**src/rtl/regmap_pkg.sv**
```systemverilog
package regmap_pkg;
  parameter int NUM_REGS   = 8;
  parameter int NUM_FUS    = 4;
  parameter int HIST_DEPTH = 2;
  localparam int REG_W = $clog2(NUM_REGS);
  localparam int FU_W  = $clog2(NUM_FUS);
  localparam int CNT_W = $clog2(HIST_DEPTH + 1);

  typedef logic [NUM_FUS-1:0] fuVec_t;

  // strobes from control to the storage datapath
  typedef struct packed {
    logic                issueEn;
    logic [NUM_REGS-1:0] issueSel;
    fuVec_t              issueFu;
    fuVec_t              freeMask;  // units leaving the map this cycle
    fuVec_t              rollMask;  // units squashed this cycle
  } strobes_t;
endpackage

```
**src/rtl/regmap_store.sv**
```systemverilog
module regmap_store
  import regmap_pkg::*;
(
  input  logic     clk,
  input  logic     rstN,
  input  strobes_t strb,
  output fuVec_t   rows [NUM_REGS],
  output logic [NUM_REGS-1:0] histFull,
  output fuVec_t   restored,
  output fuVec_t   ownerMask
);
  fuVec_t rowQ  [NUM_REGS];
  fuVec_t histQ [NUM_REGS][HIST_DEPTH];
  logic [CNT_W-1:0] cntQ [NUM_REGS];
  fuVec_t restoredPer [NUM_REGS];

  for (genvar r = 0; r < NUM_REGS; r++) begin : g_reg
    fuVec_t rowKept, topEntry;
    logic   popHere, pushHere, issueHere;

    always_comb begin
      rowKept   = rowQ[r] & ~strb.freeMask;
      issueHere = strb.issueEn && strb.issueSel[r];
      pushHere  = issueHere && (|rowKept);
      popHere   = |(rowQ[r] & strb.rollMask);
      topEntry  = '0;
      for (int d = 0; d < HIST_DEPTH; d++)
        if (int'(cntQ[r]) == d + 1) topEntry = histQ[r][d] & ~strb.freeMask;
      restoredPer[r] = popHere ? topEntry : '0;
      histFull[r]    = (int'(cntQ[r]) == HIST_DEPTH);
    end

    always_ff @(posedge clk) begin
      if (!rstN) begin
        rowQ[r] <= '0;
        cntQ[r] <= '0;
        for (int d = 0; d < HIST_DEPTH; d++) histQ[r][d] <= '0;
      end else begin
        for (int d = 0; d < HIST_DEPTH; d++) begin
          histQ[r][d] <= histQ[r][d] & ~strb.freeMask;
          if (pushHere && int'(cntQ[r]) == d) histQ[r][d] <= rowKept;
        end
        if (issueHere) begin
          rowQ[r] <= strb.issueFu;
          if (pushHere) cntQ[r] <= cntQ[r] + 1'b1;
        end else if (popHere) begin
          rowQ[r] <= topEntry;
          if (cntQ[r] != '0) cntQ[r] <= cntQ[r] - 1'b1;
        end else begin
          rowQ[r] <= rowKept;
        end
      end
    end

    assign rows[r] = rowQ[r];

    p_row_onehot_r2: assert property (@(posedge clk) disable iff (!rstN)
      $onehot0(rowQ[r]));
    p_no_overflow_r6: assert property (@(posedge clk) disable iff (!rstN)
      int'(cntQ[r]) <= HIST_DEPTH);
  end

  always_comb begin
    restored  = '0;
    ownerMask = '0;
    for (int r = 0; r < NUM_REGS; r++) begin
      restored  = restored | restoredPer[r];
      ownerMask = ownerMask | rowQ[r];
    end
  end

  // a unit that left the map does not own a register in the next cycle
  p_freed_gone_r4: assert property (@(posedge clk) disable iff (!rstN)
    (|strb.freeMask) |=> ((ownerMask &
      $past(strb.freeMask & ~(strb.issueEn ? strb.issueFu : '0))) == '0));
endmodule

```
**src/rtl/regmap_ctrl.sv**
```systemverilog
module regmap_ctrl
  import regmap_pkg::*;
(
  input  logic             clk,
  input  logic             rstN,
  input  logic             issueValid,
  input  logic [REG_W-1:0] issueReg,
  input  logic [FU_W-1:0]  issueFu,
  input  logic [REG_W-1:0] lookupReg,
  input  fuVec_t           retire,
  input  fuVec_t           discard,
  input  fuVec_t           rollback,
  input  fuVec_t           rows [NUM_REGS],
  input  logic [NUM_REGS-1:0] histFull,
  input  fuVec_t           restored,
  input  fuVec_t           ownerMask,
  output strobes_t         strb,
  output logic             issueStall,
  output logic             lookupHit,
  output logic [FU_W-1:0]  lookupFu,
  output fuVec_t           nameless
);
  fuVec_t namelessQ, selRow, issueOh, lookupRow;

  always_comb begin
    strb.freeMask = retire | discard | rollback;
    strb.rollMask = rollback;
    selRow        = rows[issueReg] & ~strb.freeMask;
    issueStall    = issueValid && ((|rollback) || ((|selRow) && histFull[issueReg]));
    strb.issueEn  = issueValid && !issueStall;
    issueOh       = '0;
    issueOh[issueFu] = 1'b1;
    strb.issueFu  = issueOh;
    strb.issueSel = '0;
    strb.issueSel[issueReg] = 1'b1;
  end

  always_ff @(posedge clk) begin
    if (!rstN) namelessQ <= '0;
    else namelessQ <= (namelessQ | (strb.issueEn ? selRow : '0))
                      & ~strb.freeMask & ~restored
                      & ~(strb.issueEn ? issueOh : '0);
  end
  assign nameless = namelessQ;

  // one-hot to binary lookup encoder
  always_comb begin
    lookupRow = rows[lookupReg];
    lookupHit = |lookupRow;
    lookupFu  = '0;
    for (int f = 0; f < NUM_FUS; f++)
      if (lookupRow[f]) lookupFu = lookupFu | FU_W'(f);
  end

  p_nameless_not_owner_r3: assert property (@(posedge clk) disable iff (!rstN)
    (namelessQ & ownerMask) == '0);
  p_restore_named_r7: assert property (@(posedge clk) disable iff (!rstN)
    (|restored) |=> (($past(restored) & namelessQ) == '0));
endmodule

```
**src/rtl/regmap_history.sv**
```systemverilog
module regmap_history
  import regmap_pkg::*;
(
  input  logic             clk,
  input  logic             rstN,
  input  logic             issueValid,
  input  logic [REG_W-1:0] issueReg,
  input  logic [FU_W-1:0]  issueFu,
  output logic             issueStall,
  input  logic [REG_W-1:0] lookupReg,
  output logic             lookupHit,
  output logic [FU_W-1:0]  lookupFu,
  output logic [NUM_FUS-1:0] nameless,
  input  logic [NUM_FUS-1:0] retire,
  input  logic [NUM_FUS-1:0] discard,
  input  logic [NUM_FUS-1:0] rollback
);
  strobes_t strb;
  fuVec_t rows [NUM_REGS];
  logic [NUM_REGS-1:0] histFull;
  fuVec_t restored, ownerMask;

  regmap_ctrl u_ctrl (
    .clk(clk), .rstN(rstN), .issueValid(issueValid), .issueReg(issueReg),
    .issueFu(issueFu), .lookupReg(lookupReg), .retire(retire),
    .discard(discard), .rollback(rollback), .rows(rows), .histFull(histFull),
    .restored(restored), .ownerMask(ownerMask), .strb(strb),
    .issueStall(issueStall), .lookupHit(lookupHit), .lookupFu(lookupFu),
    .nameless(nameless)
  );

  regmap_store u_store (
    .clk(clk), .rstN(rstN), .strb(strb), .rows(rows), .histFull(histFull),
    .restored(restored), .ownerMask(ownerMask)
  );
endmodule

```
**config.mk**
```make
export PLATFORM = sky130hd
export DESIGN_NAME = regmap_history
export DESIGN_NICKNAME = d
export VERILOG_FILES = /design/src/rtl/regmap_pkg.sv /design/src/rtl/regmap_store.sv /design/src/rtl/regmap_ctrl.sv /design/src/rtl/regmap_history.sv
export SDC_FILE = /design/constraint.sdc
export NUM_CORES = 1
export LEC_CHECK = 0
export CAP_MARGIN = 5
export CORE_ASPECT_RATIO = 0.7
export CORE_MARGIN = 2
export CORE_UTILIZATION = 45
export CTS_CLUSTER_SIZE = 20
export DETAILED_ROUTE_END_ITERATION = 6
export PLACE_DENSITY = 0.65
export SLEW_MARGIN = 20
export SYNTH_ARGS = -nofsm -noshare
export SYNTH_HDL_FRONTEND = slang
export SYNTH_HIERARCHICAL = 1
export SYNTH_SLANG_ARGS = --single-unit
```
**constraint.sdc**
```tcl
create_clock -name clk -period 4.63 [get_ports clk]
set_input_delay 1.1575 -clock clk [delete_from_list [all_inputs] [get_ports clk]]
set_output_delay 1.1575 -clock clk [all_outputs]
set_load 0.05 [all_outputs]
```
==> metrics.cfg, run 1 <==
[run_status]
status = finished, final reports clean

[drt]
firstDrtPassIters = 5
drt_iter0_markers = 825
finalWirelength_um = 25700
wl_per_cell_um = 22.2
vias_per_cell = 6.26
drc = 0
antenna_left = 0
num_vias = 7250

[sta]
fin_skew_ns = 0.00806
relSlewSlack_pct = 32.9
period_share_pct = 99.1
rsz0062_at_grt = false
worst_pin_slew_ns = 1.00
hold_violations = 0
timing.setup.tns_ns = 0
min_period_ns = 4.59
timing.fmax_ghz = 0.218
setup_viol = 0
hold_ws_ns = 0.458
drv_slew = 0

[job]
timing.max_cap.violations = 0

[hold_path]
hold_class = flip-flop to flip-flop
min-delay-start = u_store/histQ[0][31]$_DFF_P_

[final_layout]
diodes = 0
syn2layout_area_growth_pct = 19.5
final_cell_mix = 134 x nand2_1, 70 x a21oi_1, 64 x dfxtp_1
nets = 965
layout-drive-gt1-share_pct = 12.1
layout_commonest_cell = nand2_1

[worst_setup_path]
path_cells = clkdlybuf4s50_1 -> buf_4 -> mux4_2 -> mux2i_1 -> nor2_1 -> o41ai_1 -> buf_4 -> a21boi_1 -> buf_12
critPathLaunch = issueReg[0]
end_kind = output port
max_stage_delay_ns = 0.51
cpMaxStageDelayCell = mux4_2
start_kind = input pin
worstReg2RegStart = u_store/cntQ[0][2]$_DFFE_PP_
cp_common_cell = buf_4
path_class = input pin to output port
cp.required_ns = 3.47
cp_max_fo = 6
crit_arrival_ns = 3.43

[clock_network]
numCtsBuffers = 17
htreeDepth = 4
clock_sink_count = 116
worstSkewPairLatency_ns = 0.42
clkTransAtPathRegs_ns = 0.06
clockBufferDepth = 2
cts_tree = yes
root_buffer = clkbuf_16

[place]
port_buffers = 30
gp_routability_congestion = 0.975
hpwl_um = 18200

[floorplan]
start_util_pct = 46.2
die-area_mm2 = 0.0179
die_h_um = 113
die_x_um = 159
design.core.area_mm2 = 0.0164
io_pins = 31
placementRows = 39

[grt]
grt_pass1_vias = 6631
use_met1_pct = 41.9
globalRouteOverflowTotal = 0
grt.busiest_layer = met1
grt_max_degree = 57
antenna_found_initial = 0
grtUsageTotal_pct = 29.0
use_met2_pct = 39.4
grt_pass1_wl_um = 39300
grt_use_met3_pct = 12.3

[pwr]
p_per_area_mw_per_mm2 = 320
max-vdd-ir-drop_uv = 207
p_leak_uw = 0.00340

[logic_synthesis]
syn_avg_cell_area_um2 = 9.11
ys_warn_count = 6
syn-cell-area_mm2 = 0.00758
synthCells = 832

## metal layers
metal	up-vias	part of all wire (%)
li1	3287	-
met1	3467	45
met2	465	40
met3	29	13
met4	2	1.4
met5	-	0.12
## layout make-up
class,instances,area (um^2)
Fill cell,1519,7340
Sequential cell,116,2840
Multi-Input combinational cell,682,4560
Inverter,27,101
Clock inverter,10,101
Timing Repair Buffer,77,688
Tap cell,225,282
Clock buffer,22,485
## power breakdown
| part | switching, uW | internal, uW | leakage [uW] |
|---|---|---|---|
| combinational | 262 | 154 | 0.00206 |
| sequential | 44.9 | 1110 | 0.00106 |
| clock | 484 | 844 | 0.000290 |
| total | 791 | 2110 | 0.00340 |
## through the flow
step | instance area, um^2 | total power [uW] | setup slack [ns] | util, % | cells
global route | 9060 | 3000 | 0.0212 | 55.2 | 1159
floorplan | 7710 | 1420 | 0.0975 | - | 867
CTS | 9050 | 2900 | 0.0545 | 55.2 | 1159
finish | 9060 | 2900 | 0.0395 | 55.2 | 1159
detailed placement | 8460 | 1570 | 0.0855 | 51.6 | 1127
global placement | 8460 | 1570 | 0.0394 | 51.6 | 1127
## what timing repair did
item | in CTS | in global routing
hold buffers | 0 | 0
gates resized for setup | 0 | 1
setup endpoints to repair | 0 | 1
buffers inserted | 0 | 0
## critical path, delay by kind of cell
kind                   cells  cell delay (ns)
AO/OA/AOI/OAI              2             0.42
buffers and inverters      4             0.99
multiplexers               2             0.75
AND/OR/NAND/NOR            1             0.10
## sequential cells by signal (all words and copies together), names as in the netlist
signal	flops
u_store/histQ	64
u_store/rowQ	32
u_ctrl/nameless	4
u_store/cntQ	16
## final timing paths
path	endpoint	slack, ns	depth (start not counted)
max	issueStall	0.04	9
min reg2reg	u_store/histQ[0][31]$_DFF_P_	0.46	2
max reg2reg	u_store/rowQ[0][9]$_DFFE_PP_	1.27	13
min	u_store/histQ[0][31]$_DFF_P_	0.46	2
No activity file was read; power rests on OpenSTA's default activity.
==> run 2, diff against run 1 <==
--- a/config.mk
+++ b/config.mk
@@ -11,7 +11,7 @@
 export CORE_UTILIZATION = 45
 export CTS_CLUSTER_SIZE = 20
 export DETAILED_ROUTE_END_ITERATION = 6
-export PLACE_DENSITY = 0.65
+export PLACE_DENSITY = 0.7
 export SLEW_MARGIN = 20
 export SYNTH_ARGS = -nofsm -noshare
 export SYNTH_HDL_FRONTEND = slang
==> constraint.sdc (replaced) <==
create_clock -name clk -period 4.3 [get_ports clk]
set_input_delay 0.43 -clock clk [delete_from_list [all_inputs] [get_ports clk]]
set_output_delay 0.43 -clock clk [all_outputs]
set_load 0.05 [all_outputs]
==> metrics.cfg, run 2 (synthesis gave the netlist of run 1 again) <==
[worst_setup_path]
critPathLaunch = issueReg[0]
max_stage_delay_ns = 0.84
path_cells = clkdlybuf4s50_1 -> mux4_2 -> nor2_1 -> nor4_1 -> o41ai_1 -> and3_1 -> buf_4 -> nand3_1 -> a41oi_2 -> nand2_1 -> mux2i_1
cp_top_family = buffers and inverters
start_kind = input pin
cpMaxStageDelayCell = clkdlybuf4s50_1
worstReg2RegStart = u_store/cntQ[0][2]$_DFFE_PP_
cp_num_buf_inv = 2
end_kind = flip-flop
cp_max_fo = 15
crit_arrival_ns = 3.86
path_class = input pin to flip-flop
cp.required_ns = 4.60

[final_layout]
layout_commonest_cell = nand2_1
final_cell_mix = 134 x nand2_1, 70 x a21oi_1, 64 x dfxtp_1
top_regs = u_store/histQ (64), u_store/rowQ (32), u_store/cntQ (16)
utilization_pct = 54.0
regMostFlops = u_store/histQ
diodes = 0
nets = 945
syn2layout_area_growth_pct = 16.8
largest_reg_flops = 64
layout-drive-gt1-share_pct = 10.1

[pwr]
total_power_uw = 3080
p_int_uw = 2210
swShare_pct = 28.4
combinationalPowerShare_pct = 14.0
max-vdd-ir-drop_uv = 238
clock_power_share_pct = 45.6
p_sw_uw = 874
seqPwrFrac_pct = 40.3
p_leak_uw = 0.00328
p_per_area_mw_per_mm2 = 348

[drt]
antenna_left = 0
wl_per_cell_um = 21.9
drc = 0
drt_iter0_markers = 1103
finalWirelength_um = 25000
num_vias = 7182
vias_per_cell = 6.31
firstDrtPassIters = 6

[grt]
antenna_found_initial = 0
grt_max_degree = 57
grt_pass1_wl_um = 37900
grt_pass1_vias = 6492
grtUsageTotal_pct = 27.7
globalRouteOverflowTotal = 0

[floorplan]
start_util_pct = 46.2
placementRows = 39
design.core.area_mm2 = 0.0164
die_x_um = 159
die-area_mm2 = 0.0179
io_pins = 31
die_h_um = 113

[clock_network]
root_buffer = clkbuf_16
post_cts_buffers = 0
htreeDepth = 4
worstSkewPairLatency_ns = 0.43
clock_sink_count = 116
clkTransAtPathRegs_ns = 0.06
cts_tree = yes
cts_resized = 0
numCtsBuffers = 17
clockBufferDepth = 2
cts_hold_buf = 0

[sta]
hold_ws_ns = 0.461
relSlewSlack_pct = 20.2
hold_violations = 0
fin_ws_ns = 0.739
period_share_pct = 82.8
timing.fmax_ghz = 0.281
setup_viol = 0
min_period_ns = 3.56
fin_skew_ns = 0.0100
timing.setup.tns_ns = 0
worst_pin_slew_ns = 1.19
drv_slew = 0
rsz0062_at_grt = false

[place]
port_buffers = 30
preCtsSetupSlack_ns = 0.361
hpwl_um = 17800
gp_routability_congestion = 1.03

[hold_path]
hold_class = flip-flop to flip-flop
min-delay-start = u_store/histQ[0][30]$_DFF_P_

[job]
timing.max_cap.violations = 0

[run_status]
status = finished, final reports clean

==> run 2: changes by cell type in the layout (fill, tap and decap cells not counted), moves of 2 or more <==
| cell | delta |
|---|---|
| clkinv_2 | -2 |
| inv_4 | +2 |
| clkdlybuf4s50_1 | +3 |
| buf_4 | -19 |
| clkbuf_1 | -2 |
| clkinv_4 | +5 |
| clkbuf_8 | -2 |
| clkinv_1 | -2 |
| buf_12 | -4 |
==> run 2: worst paths after layout <==
check	endpoint	slack [ns]	cells after the start
setup / recovery	u_store/histQ[0][11]$_DFF_P_	0.74	11
hold / removal	u_store/histQ[0][30]$_DFF_P_	0.46	2
setup reg to reg	u_store/cntQ[1][0]$_SDFFCE_PN0P_	1.02	10
hold reg to reg	u_store/histQ[0][30]$_DFF_P_	0.46	2
==> run 2: worst reg2reg max path: cells and delay by family (launching register included) <==
family | cells | cell delay (ns)
DFF | 1 | 0.42
muxes | 1 | 0.24
buffers and inverters | 2 | 0.30
adders and majority gates | 1 | 0.40
and+or+nand+nor | 2 | 0.42
AOI/OAI and AO/OA | 4 | 1.14
==> run 2: metrics by stage <==
| step | std cells | instance area (um^2) |
|---|---|---|
| final | 1139 | 8850 |
| after global routing | 1139 | 8850 |
| after CTS | 1139 | 8850 |
| after detailed placement | 1107 | 8270 |
| after global placement | 1107 | 8270 |
| after floorplan | 867 | 7710 |
==> run 2: power by group through the flow <==
stage / clock network [uW] / registers [uW] / logic, uW
3_5_place_dp: 0 / 1260 / 415
6_report: 1410 / 1240 / 433
4_1_cts: 1430 / 1240 / 419
5_1_grt: 1470 / 1250 / 466
3_3_place_gp: 0 / 1260 / 415
2_1_floorplan: 0 / 1240 / 290
==> run 2: cell type report <==
class / instances / area [um^2]
tap: 225 / 282
clock buffer: 17 / 425
sequential: 116 / 2840
timing repair buffer: 57 / 495
fill: 1508 / 7540
multi-input combinational: 682 / 4550
clock inverter: 15 / 156
inverter: 27 / 101
==> run 2: per-layer routing <==
metal,GRT usage (%),vias to the layer above,share of wire [%],routed length [um]
li1,-,3256,-,-
met5,0,-,0,0
met4,9.52,0,2.5,625
met2,37.6,447,41,10200
met1,40.6,3426,44,11000
met3,9.50,53,13,3230
